--- src/rtl/bunj_pkg.sv ---
package bunj_pkg;

  typedef enum logic [2:0] {
    PH_IDLE,
    PH_CLO,   // clock low, data low
    PH_CHI,   // clock released, data low
    PH_STP,   // both released: STOP edge
    PH_STA,   // clock high, data pulled: START edge
    PH_FLO,   // closing STOP: both low
    PH_FHI,   // closing STOP: clock released
    PH_FREL   // closing STOP: both released
  } phase_e;

  localparam int unsigned US_PER_S = 1_000_000;

  // Step length in microseconds from the real bus rate; a zero rate counts as 1 Hz.
  function automatic logic [31:0] unit_us_of(input logic [31:0] hz);
    logic [31:0] h;
    logic [31:0] q;
    h = (hz == 32'd0) ? 32'd1 : hz;
    q = US_PER_S / h + 32'd1;
    return (q < 32'd2) ? 32'd2 : q;
  endfunction

  function automatic logic [31:0] unit_ticks_of(input logic [31:0] us, input logic [31:0] tpu);
    return us * tpu;
  endfunction

  function automatic logic scl_low_in(input phase_e p);
    return (p == PH_CLO) || (p == PH_FLO);
  endfunction

  function automatic logic sda_low_in(input phase_e p);
    return (p == PH_CLO) || (p == PH_CHI) || (p == PH_STA) ||
           (p == PH_FLO) || (p == PH_FHI);
  endfunction

endpackage

--- src/rtl/bunj_pacer.sv ---
module bunj_pacer #(
  parameter int CW = 32
) (
  input  logic          clk,
  input  logic          rst_n,
  input  logic          load,
  input  logic          run,
  input  logic [CW-1:0] len_in,
  output logic          unit_end
);
  logic [CW-1:0] len_q;
  logic [CW-1:0] cnt_q;

  assign unit_end = run && (cnt_q == len_q - CW'(1));

  always_ff @(posedge clk) begin
    if (!rst_n) begin
      len_q <= CW'(2);
      cnt_q <= '0;
    end else if (load) begin
      len_q <= len_in;
      cnt_q <= '0;
    end else if (run) begin
      cnt_q <= unit_end ? '0 : cnt_q + CW'(1);
    end
  end
endmodule

--- src/rtl/bunj_wdog.sv ---
module bunj_wdog #(
  parameter int            TW      = 32,
  parameter logic [TW-1:0] DEF_LIM = {TW{1'b1}}
) (
  input  logic          clk,
  input  logic          rst_n,
  input  logic          pending,
  input  logic          hold,
  input  logic [TW-1:0] lim_in,
  input  logic          f_cmpl,
  input  logic          f_bbusy,
  input  logic          f_nack,
  output logic          fire
);
  logic [TW-1:0] wc_q;
  logic [TW-1:0] lim;
  logic          expire;
  logic          hung;

  assign lim    = (lim_in == '0) ? DEF_LIM : lim_in;
  assign expire = pending && !hold && (wc_q == lim - TW'(1));
  assign hung   = f_bbusy || f_nack || !f_cmpl;
  assign fire   = expire && hung;

  always_ff @(posedge clk) begin
    if (!rst_n)                        wc_q <= '0;
    else if (!pending || hold || expire) wc_q <= '0;
    else                               wc_q <= wc_q + TW'(1);
  end
endmodule

--- src/rtl/bunj_phaser.sv ---
module bunj_phaser
  import bunj_pkg::*;
#(
  parameter int NCYC = 9
) (
  input  logic clk,
  input  logic rst_n,
  input  logic go,
  input  logic unit_end,
  input  logic scl_sense,
  input  logic sda_sense,
  output logic busy,
  output logic done,
  output logic stuck,
  output logic arb_clr,
  output logic scl_low,
  output logic sda_low
);
  localparam int CYW = $clog2(NCYC + 1);

  phase_e         ph_q;
  logic [CYW-1:0] cyc_q;
  logic           last_cyc;

  assign last_cyc = (cyc_q == CYW'(NCYC - 1));
  assign busy     = (ph_q != PH_IDLE);
  assign scl_low  = scl_low_in(ph_q);
  assign sda_low  = sda_low_in(ph_q);

  always_ff @(posedge clk) begin
    if (!rst_n) begin
      ph_q    <= PH_IDLE;
      cyc_q   <= '0;
      done    <= 1'b0;
      stuck   <= 1'b0;
      arb_clr <= 1'b0;
    end else begin
      done    <= 1'b0;
      arb_clr <= 1'b0;
      if (go) begin
        ph_q    <= PH_CLO;
        cyc_q   <= '0;
        stuck   <= 1'b0;
        arb_clr <= 1'b1;
      end else if (unit_end) begin
        case (ph_q)
          PH_CLO:  ph_q <= PH_CHI;
          PH_CHI:  ph_q <= PH_STP;
          PH_STP:  ph_q <= PH_STA;
          PH_STA: begin
            if (last_cyc) ph_q <= PH_FLO;
            else begin
              ph_q  <= PH_CLO;
              cyc_q <= cyc_q + CYW'(1);
            end
          end
          PH_FLO:  ph_q <= PH_FHI;
          PH_FHI:  ph_q <= PH_FREL;
          PH_FREL: begin
            ph_q  <= PH_IDLE;
            done  <= 1'b1;
            stuck <= !sda_sense || !scl_sense;
          end
          default: ph_q <= PH_IDLE;
        endcase
      end
    end
  end
endmodule

--- src/rtl/bus_unjam.sv ---
module bus_unjam
  import bunj_pkg::*;
#(
  parameter int unsigned TICKS_PER_US = 125,
  parameter int unsigned DEF_TMO_US   = 1_000_000,
  parameter int          NCYC         = 9,
  parameter int          HZ_W         = 24,
  parameter int          TMO_W        = 32
) (
  input  logic             clk,
  input  logic             rst_n,
  input  logic             kick,
  input  logic             xfer_pending,
  input  logic [TMO_W-1:0] tmo_ticks,
  input  logic [HZ_W-1:0]  scl_hz,
  input  logic             flag_cmpl,
  input  logic             flag_bbusy,
  input  logic             flag_nack,
  input  logic             scl_in,
  input  logic             sda_in,
  output logic             scl_oe,
  output logic             sda_oe,
  output logic             busy,
  output logic             done,
  output logic             stuck,
  output logic             arb_clr
);
  localparam logic [TMO_W-1:0] DEF_LIM = TMO_W'(DEF_TMO_US * TICKS_PER_US);

  logic        wd_fire;
  logic        go;
  logic        unit_end;
  logic [31:0] unit_len;

  assign unit_len = unit_ticks_of(unit_us_of(32'(scl_hz)), 32'(TICKS_PER_US));
  assign go       = !busy && (kick || wd_fire);

  bunj_wdog #(.TW(TMO_W), .DEF_LIM(DEF_LIM)) u_wdog (
    .clk(clk), .rst_n(rst_n), .pending(xfer_pending), .hold(busy),
    .lim_in(tmo_ticks), .f_cmpl(flag_cmpl), .f_bbusy(flag_bbusy),
    .f_nack(flag_nack), .fire(wd_fire)
  );

  bunj_pacer #(.CW(32)) u_pacer (
    .clk(clk), .rst_n(rst_n), .load(go), .run(busy),
    .len_in(unit_len), .unit_end(unit_end)
  );

  bunj_phaser #(.NCYC(NCYC)) u_phaser (
    .clk(clk), .rst_n(rst_n), .go(go), .unit_end(unit_end),
    .scl_sense(scl_in), .sda_sense(sda_in), .busy(busy), .done(done),
    .stuck(stuck), .arb_clr(arb_clr), .scl_low(scl_oe), .sda_low(sda_oe)
  );
endmodule

--- config.mk ---
export PLATFORM = sky130hd
export DESIGN_NAME = bus_unjam
export DESIGN_NICKNAME = d
export VERILOG_FILES = /design/src/rtl/bunj_pkg.sv /design/src/rtl/bunj_pacer.sv /design/src/rtl/bunj_wdog.sv /design/src/rtl/bunj_phaser.sv /design/src/rtl/bus_unjam.sv
export SDC_FILE = /design/constraint.sdc
export NUM_CORES = 1
export LEC_CHECK = 0
export BUFFER_PORTS_ARGS = -buffer_cell sky130_fd_sc_hd__clkbuf_2
export CAP_MARGIN = 10
export CORE_MARGIN = 4
export CORE_UTILIZATION = 45
export CTS_CLUSTER_SIZE = 20
export DETAILED_ROUTE_END_ITERATION = 7
export GPL_ROUTABILITY_DRIVEN = 0
export PLACE_DENSITY = 0.59
export SLEW_MARGIN = 5
export SYNTH_ARGS = -nofsm -noshare
export SYNTH_HDL_FRONTEND = slang
export SYNTH_SLANG_ARGS = --single-unit
--- constraint.sdc ---
create_clock -name clk -period 109.4 [get_ports clk]
set_input_delay 10.94 -clock clk [delete_from_list [all_inputs] [get_ports clk]]
set_output_delay 10.94 -clock clk [all_outputs]
set_load 0.005 [all_outputs]
* Word-level counts from Yosys, hierarchy flattened
Cells that the tools add are included.
Cells by class: bitwise operators 3, $add $sub $neg 6, order comparisons 1, equality and inequality tests 10, reductions and logical operators 30, mux-type cells 10, $mul 1, div/mod/pow operators 1
Operators with widths (count):
- $add 32x1->32 const B | 3
- $mux 32 | 3
- $eq 32x32->1 | 2
- $sub 32x1->32 const B | 2
- $div 20x32->32 const A | 1
- $logic_not 32->1 | 1
- $lt 32x2->1 const B | 1
- $mul 32x7->32 const B | 1
- $logic_not 24->1 | 1
- $mux 24 | 1
- $pmux 3 s6 | 1
- $eq 3x3->1 const B | 4
- $logic_or 1x1->1 | 11
- $eq 3x2->1 const B | 2
- $logic_and 1x1->1 | 5
- $logic_not 1->1 | 5
- $add 4x1->4 const B | 1
- $eq 4x4->1 const B | 1
- $mux 1 | 4
- $reduce_or 2->1 | 2
- $eq 3x1->1 const B | 1
- $mux 3 | 1
- $not 1->1 | 3
- $reduce_and 3->1 | 1
- 4 further kinds | 4
Storage, ports and cells: word-level logic and storage cells 71, input port bits 65, output and inout port bits 6, register bits after elaboration 106

* Logic depth before layout (Yosys ltp)
depth in word-level cells 9, depth in mapped cells 426, depth with buffers taken out 390

* Modules after synthesis
Synthesis repeated with hierarchy kept, for this count alone.
Second synthesis, totals: cell total of the unflattened synthesis 5933, area, all modules 42869.9 sq um
By module, submodules not included:
- bus_unjam | times used 1, cells an instance 5094, seq. area each 0.0 sq um, area an instance 35820.6 sq um
- bunj_pacer | times used 1, cells an instance 427, seq. area each 1281.2 sq um, area an instance 3729.8 sq um
- bunj_wdog | times used 1, cells an instance 358, seq. area each 640.6 sq um, area an instance 2807.7 sq um
- bunj_phaser | times used 1, cells an instance 54, seq. area each 200.2 sq um, area an instance 511.7 sq um

* Worst setup path after synthesis
No wires, ideal clock.
path kind input to register, start point input port scl_hz[20], end point register u_pacer.len_q[31], buffers on the path 50, arrival time 92937 ps, slack 16338 ps, data required time 109276 ps, setup time 124 ps, stages 383, path through or4_1 -> buf_2 -> or4_4 -> buf_6 -> buf_4 -> buf_2 -> o31ai_1 -> o32ai_1 -> ha_1 -> a21o_1 -> a21oi_1 -> inv_1 -> o21a_1 -> a32o_1 -> ha_1 -> or3_1 -> or3_1 -> a31oi_1 -> (+347 left out) -> o21bai_1 -> a21oi_1 -> o21bai_1 -> a21oi_1 -> o21bai_1 -> a21oi_1 -> o21bai_1 -> a21oi_1 -> nor2b_1 -> o41a_1 -> and4_1 -> a2111oi_0 -> o21bai_1 -> a21oi_1 -> xnor2_1 -> xnor2_1 -> xnor2_1 -> o21ai_1
On the way: word-level cells in the longest chain between the ends 7
RTL lines:
- start: declaration | line bus_unjam.sv:15 | input logic [HZ_W-1:0] scl_hz,
- $logic_not 24->1 | line bunj_pkg.sv:20 | h = (hz == 32'd0) ? 32'd1 : hz;
- $mux 24 (*) | line bunj_pkg.sv:20
- $div 20x32->32 (*) | line bunj_pkg.sv:21 | q = US_PER_S / h + 32'd1;
- $add 32x1->32 (*) | line bunj_pkg.sv:21
- $lt 32x2->1 | line bunj_pkg.sv:22 | return (q < 32'd2) ? 32'd2 : q;
- $mux 32 (*) | line bunj_pkg.sv:22
- $mul 32x7->32 (*) | line bunj_pkg.sv:26 | return us * tpu;
- end signal: assignment | line bunj_pacer.sv:21 | len_q <= len_in;
- end: declaration | line bunj_pacer.sv:11 | logic [CW-1:0] len_q;
Every way passes the cells marked *; elsewhere a longest branch is shown, timed or not. A chain may end at the register's enable or synchronous reset.

* Worst setup path in the final report
start point input port scl_hz[23], end point register u_pacer.len_q[31]
Same word-level chain as after synthesis.

==> metrics.txt <==
endpoint arrival time on the critical path=102.71 ns; total number of clock tree sinks=106; half-perimeter wire length after placement=116 mm; worst hold endpoint=u_pacer.len_q[31]; H-tree levels=3; count of yosys warnings during synthesis=0; area delta synth->final=5.15%; Max Root-Sink Buffers=2; post-layout minimum cycle time=102.48 ns; via count of the first global-routing pass=40058; Die X-Extent=311 microns; Slew HR=14.0%; number of design-rule violations left by the first detailed-router iteration=3784; max-slew violation count=0; Via-to-Cell Ratio=6.22; worst reg2reg startpoint=u_pacer.len_q[2]; most used flip-flop cell after synthesis=sky130_fd_sc_hd__dfxtp_1; fin crit share=93.7%; gr ovfl total=0; top-level port count=71; Initial DRT Pass Iterations=6; cts hold-fix bufs=0; net total in the final layout=6517; worst endpoint required time=109.63 ns; total via count after detailed routing=43544; number of cells on the worst reg-to-reg path=17; most frequent cell after synthesis=sky130_fd_sc_hd__nor2_1; antenna diode instance count=0; startpoint of the tightest hold check path=u_pacer.len_q[31]; end of the worst register-to-register path=u_pacer.cnt_q[31]; setup TNS after final layout=0 ns; number of clock buffers inserted by TritonCTS=9; endpoint kind of the worst setup timing path=flop; Final Skew=0.0119 ns; Crit Path Category=primary input to flop; post-detailed-route DRC marker count=0; layout cells sized above 1=7.79%; GRT Overall Usage=28.7%; wire length of the first global-routing pass=227 mm; RSZ-0062 raised after global routing=false; port buffer count=70; TritonCTS clock tree=yes; buffer count from post-CTS setup fixing=0; post-synth cell types=123; slowest CP cell=sky130_fd_sc_hd__or4_4; flop-to-flop setup slack=104.71 ns; Net Count, Synth=6531; combined area of all synthesized cells=41300 sq um; Final Hold Viols=0; run status=complete, no violations; number of nets with antenna violations after routing=0; Crit path top cell by count=sky130_fd_sc_hd__o21ai_0; count of flip-flops with a built-in enable after synthesis=0; sort of element at the start of the critical path=primary input; core area=90600 sq um; Post-Synthesis Cells=5839; Synth Area per Inst=7.08 sq um; top cells by instance count after synthesis=569 x sky130_fd_sc_hd__nor2_1, 537 x sky130_fd_sc_hd__nand2_1, 527 x sky130_fd_sc_hd__ha_1; number of failing setup endpoints in the final timing report=0; Routed Wire Length=146 mm; Worst Tran Pin Value=1.29 ns; cell type with the largest total area after synthesis=sky130_fd_sc_hd__ha_1; die outline area=96700 sq um; initial core utilization=45.6%; max frequency=9.76 MHz; Clk Latency, worst-skew pair=0.37 ns; post-DR wirelength/cell=20.9 microns; Std-Cell Rows=110; peak per-stage delay on the critical path=0.90 ns; sequential share of the synthesized area=5.13%; main area contributors after synthesis=sky130_fd_sc_hd__ha_1 16%, sky130_fd_sc_hd__xnor2_1 7.5%, sky130_fd_sc_hd__a21oi_1 6.0%; clock input transition at the sequential cells of the worst setup and hold paths=0.07 ns; area share of the leading cell type in the synthesized netlist=16.0%; clock tree root driver cell=sky130_fd_sc_hd__clkbuf_16; Hold WC Path Type=flop to flop; Yosys reg bits=106; largest net degree at the start of global routing=42; initial antenna violation count=1; die extent in y=311 microns; Max-cap violations=0; maximum fanout along the worst path=41; share of synthesized registers carrying an async set or reset=0%; Hold Path Depth=2
[sequential cells by signal, indices dropped and copies added (netlist names)]
signal and flops:
u_pacer.cnt_q 32, u_pacer.len_q 32, u_wdog.wc_q 32, u_phaser.cyc_q 4, u_phaser.ph_q 3, u_phaser.arb_clr 1, u_phaser.done 1, u_phaser.stuck 1
[cell type report]
cell class / instances / area, sq um
fillers: 9320 / 47100
multi-input cells: 5188 / 37200
flip-flops and latches: 106 / 2120
well taps: 1176 / 1470
inverters: 373 / 1400
repair buffers: 147 / 928
clock buffers: 10 / 229
clock inverters: 6 / 62.6
[per-stage QoR]
step                cell area [sq um]  setup slack, ns  hold slack (ns)  cells  utilization (%)
floorplan                       41300            16.34            0.438   5839                -
global placement                43100             5.93            0.457   6989             47.6
detailed placement              43100             4.82            0.453   6990             47.6
CTS                             43400             4.89            0.464   7006             47.9
global route                    43500           0.0105            0.524   7006             48.0
finish                          43500             6.92            0.461   7006             48.0
[critical path, delay by kind of cell]
kind / cells / cell delay, ns
buffers and inverters: 27 / 5.31
adder cells (fa/ha/maj): 35 / 11.73
AND/OR/NAND/NOR: 85 / 22.10
XOR/XNOR: 4 / 0.96
AO/OA/AOI/OAI: 204 / 48.33
multiplexers: 7 / 2.98
[logic make-up (layout without fill, tap and decap cells)]
family	count (synthesis)	after routing	synth area share, %
AND/OR/NAND/NOR	2018	2018	23.7
AO/OA/AOI/OAI	1816	1816	28.8
adder cells (fa/ha/maj)	627	627	20.8
buffers and inverters	545	536	5.12
XOR/XNOR	538	538	11.5
multiplexers	188	188	5.02
flip-flops	106	106	5.13
other	1	1	0.00907
[layout by cell type (no fill, tap or decap), types with 20 or more instances in the layout]
cell                       count
sky130_fd_sc_hd__a211oi_1     67
sky130_fd_sc_hd__a21boi_0     24
sky130_fd_sc_hd__a21o_1      191
sky130_fd_sc_hd__a21oi_1     490
sky130_fd_sc_hd__a31oi_1      71
sky130_fd_sc_hd__and2_1       44
sky130_fd_sc_hd__and3_1       70
sky130_fd_sc_hd__buf_4        77
sky130_fd_sc_hd__clkbuf_2     70
sky130_fd_sc_hd__dfxtp_1     106
sky130_fd_sc_hd__fa_1        100
sky130_fd_sc_hd__ha_1        527
sky130_fd_sc_hd__inv_1       366
sky130_fd_sc_hd__mux2_2      146
sky130_fd_sc_hd__mux2i_1      39
sky130_fd_sc_hd__nand2_1     535
sky130_fd_sc_hd__nand2b_1     98
sky130_fd_sc_hd__nand3_1     158
sky130_fd_sc_hd__nand4_1      76
sky130_fd_sc_hd__nor2_1      566
sky130_fd_sc_hd__nor2b_1      52
sky130_fd_sc_hd__nor3_1      137
sky130_fd_sc_hd__nor4_1       48
sky130_fd_sc_hd__o211ai_1     45
sky130_fd_sc_hd__o21a_1      119
sky130_fd_sc_hd__o21ai_0     361
sky130_fd_sc_hd__o21bai_1     72
sky130_fd_sc_hd__o22ai_1      20
sky130_fd_sc_hd__o31ai_1      59
sky130_fd_sc_hd__or2_2        37
sky130_fd_sc_hd__or3_1        71
sky130_fd_sc_hd__or4_1        27
sky130_fd_sc_hd__xnor2_1     352
sky130_fd_sc_hd__xor2_1      182
[how the worst max path moves through the flow]
stage | from | end | depth (start not counted)
finish | scl_hz[23] | u_pacer.len_q[31] | 362
CTS | scl_hz[23] | u_pacer.len_q[31] | 358
floorplan | scl_hz[20] | u_pacer.len_q[31] | 383
global route | scl_hz[23] | u_pacer.len_q[31] | 365
detailed placement | scl_hz[23] | u_pacer.len_q[31] | 355
global placement | scl_hz[23] | u_pacer.len_q[31] | 356
[per-layer routing]
metal	vias to the layer above	wire length, microns	global-route usage (%)	share of wire, %
met1	20235	68300	41.4	47
met3	313	11200	3.18	7.6
met2	1662	61600	44.8	42
li1	21334	-	-	-
met4	0	5310	8.63	3.6
met5	-	0	0	0
[timing repair]
item / in CTS / in global routing
hold endpoints to repair: 0 / 0
endpoints found under the setup margin: 0 / 21
gates resized for setup: 0 / 19
Power is left out: the tool's default activity adds up to more than one toggle a clock period on the data nets, which glitch-free logic cannot reach.
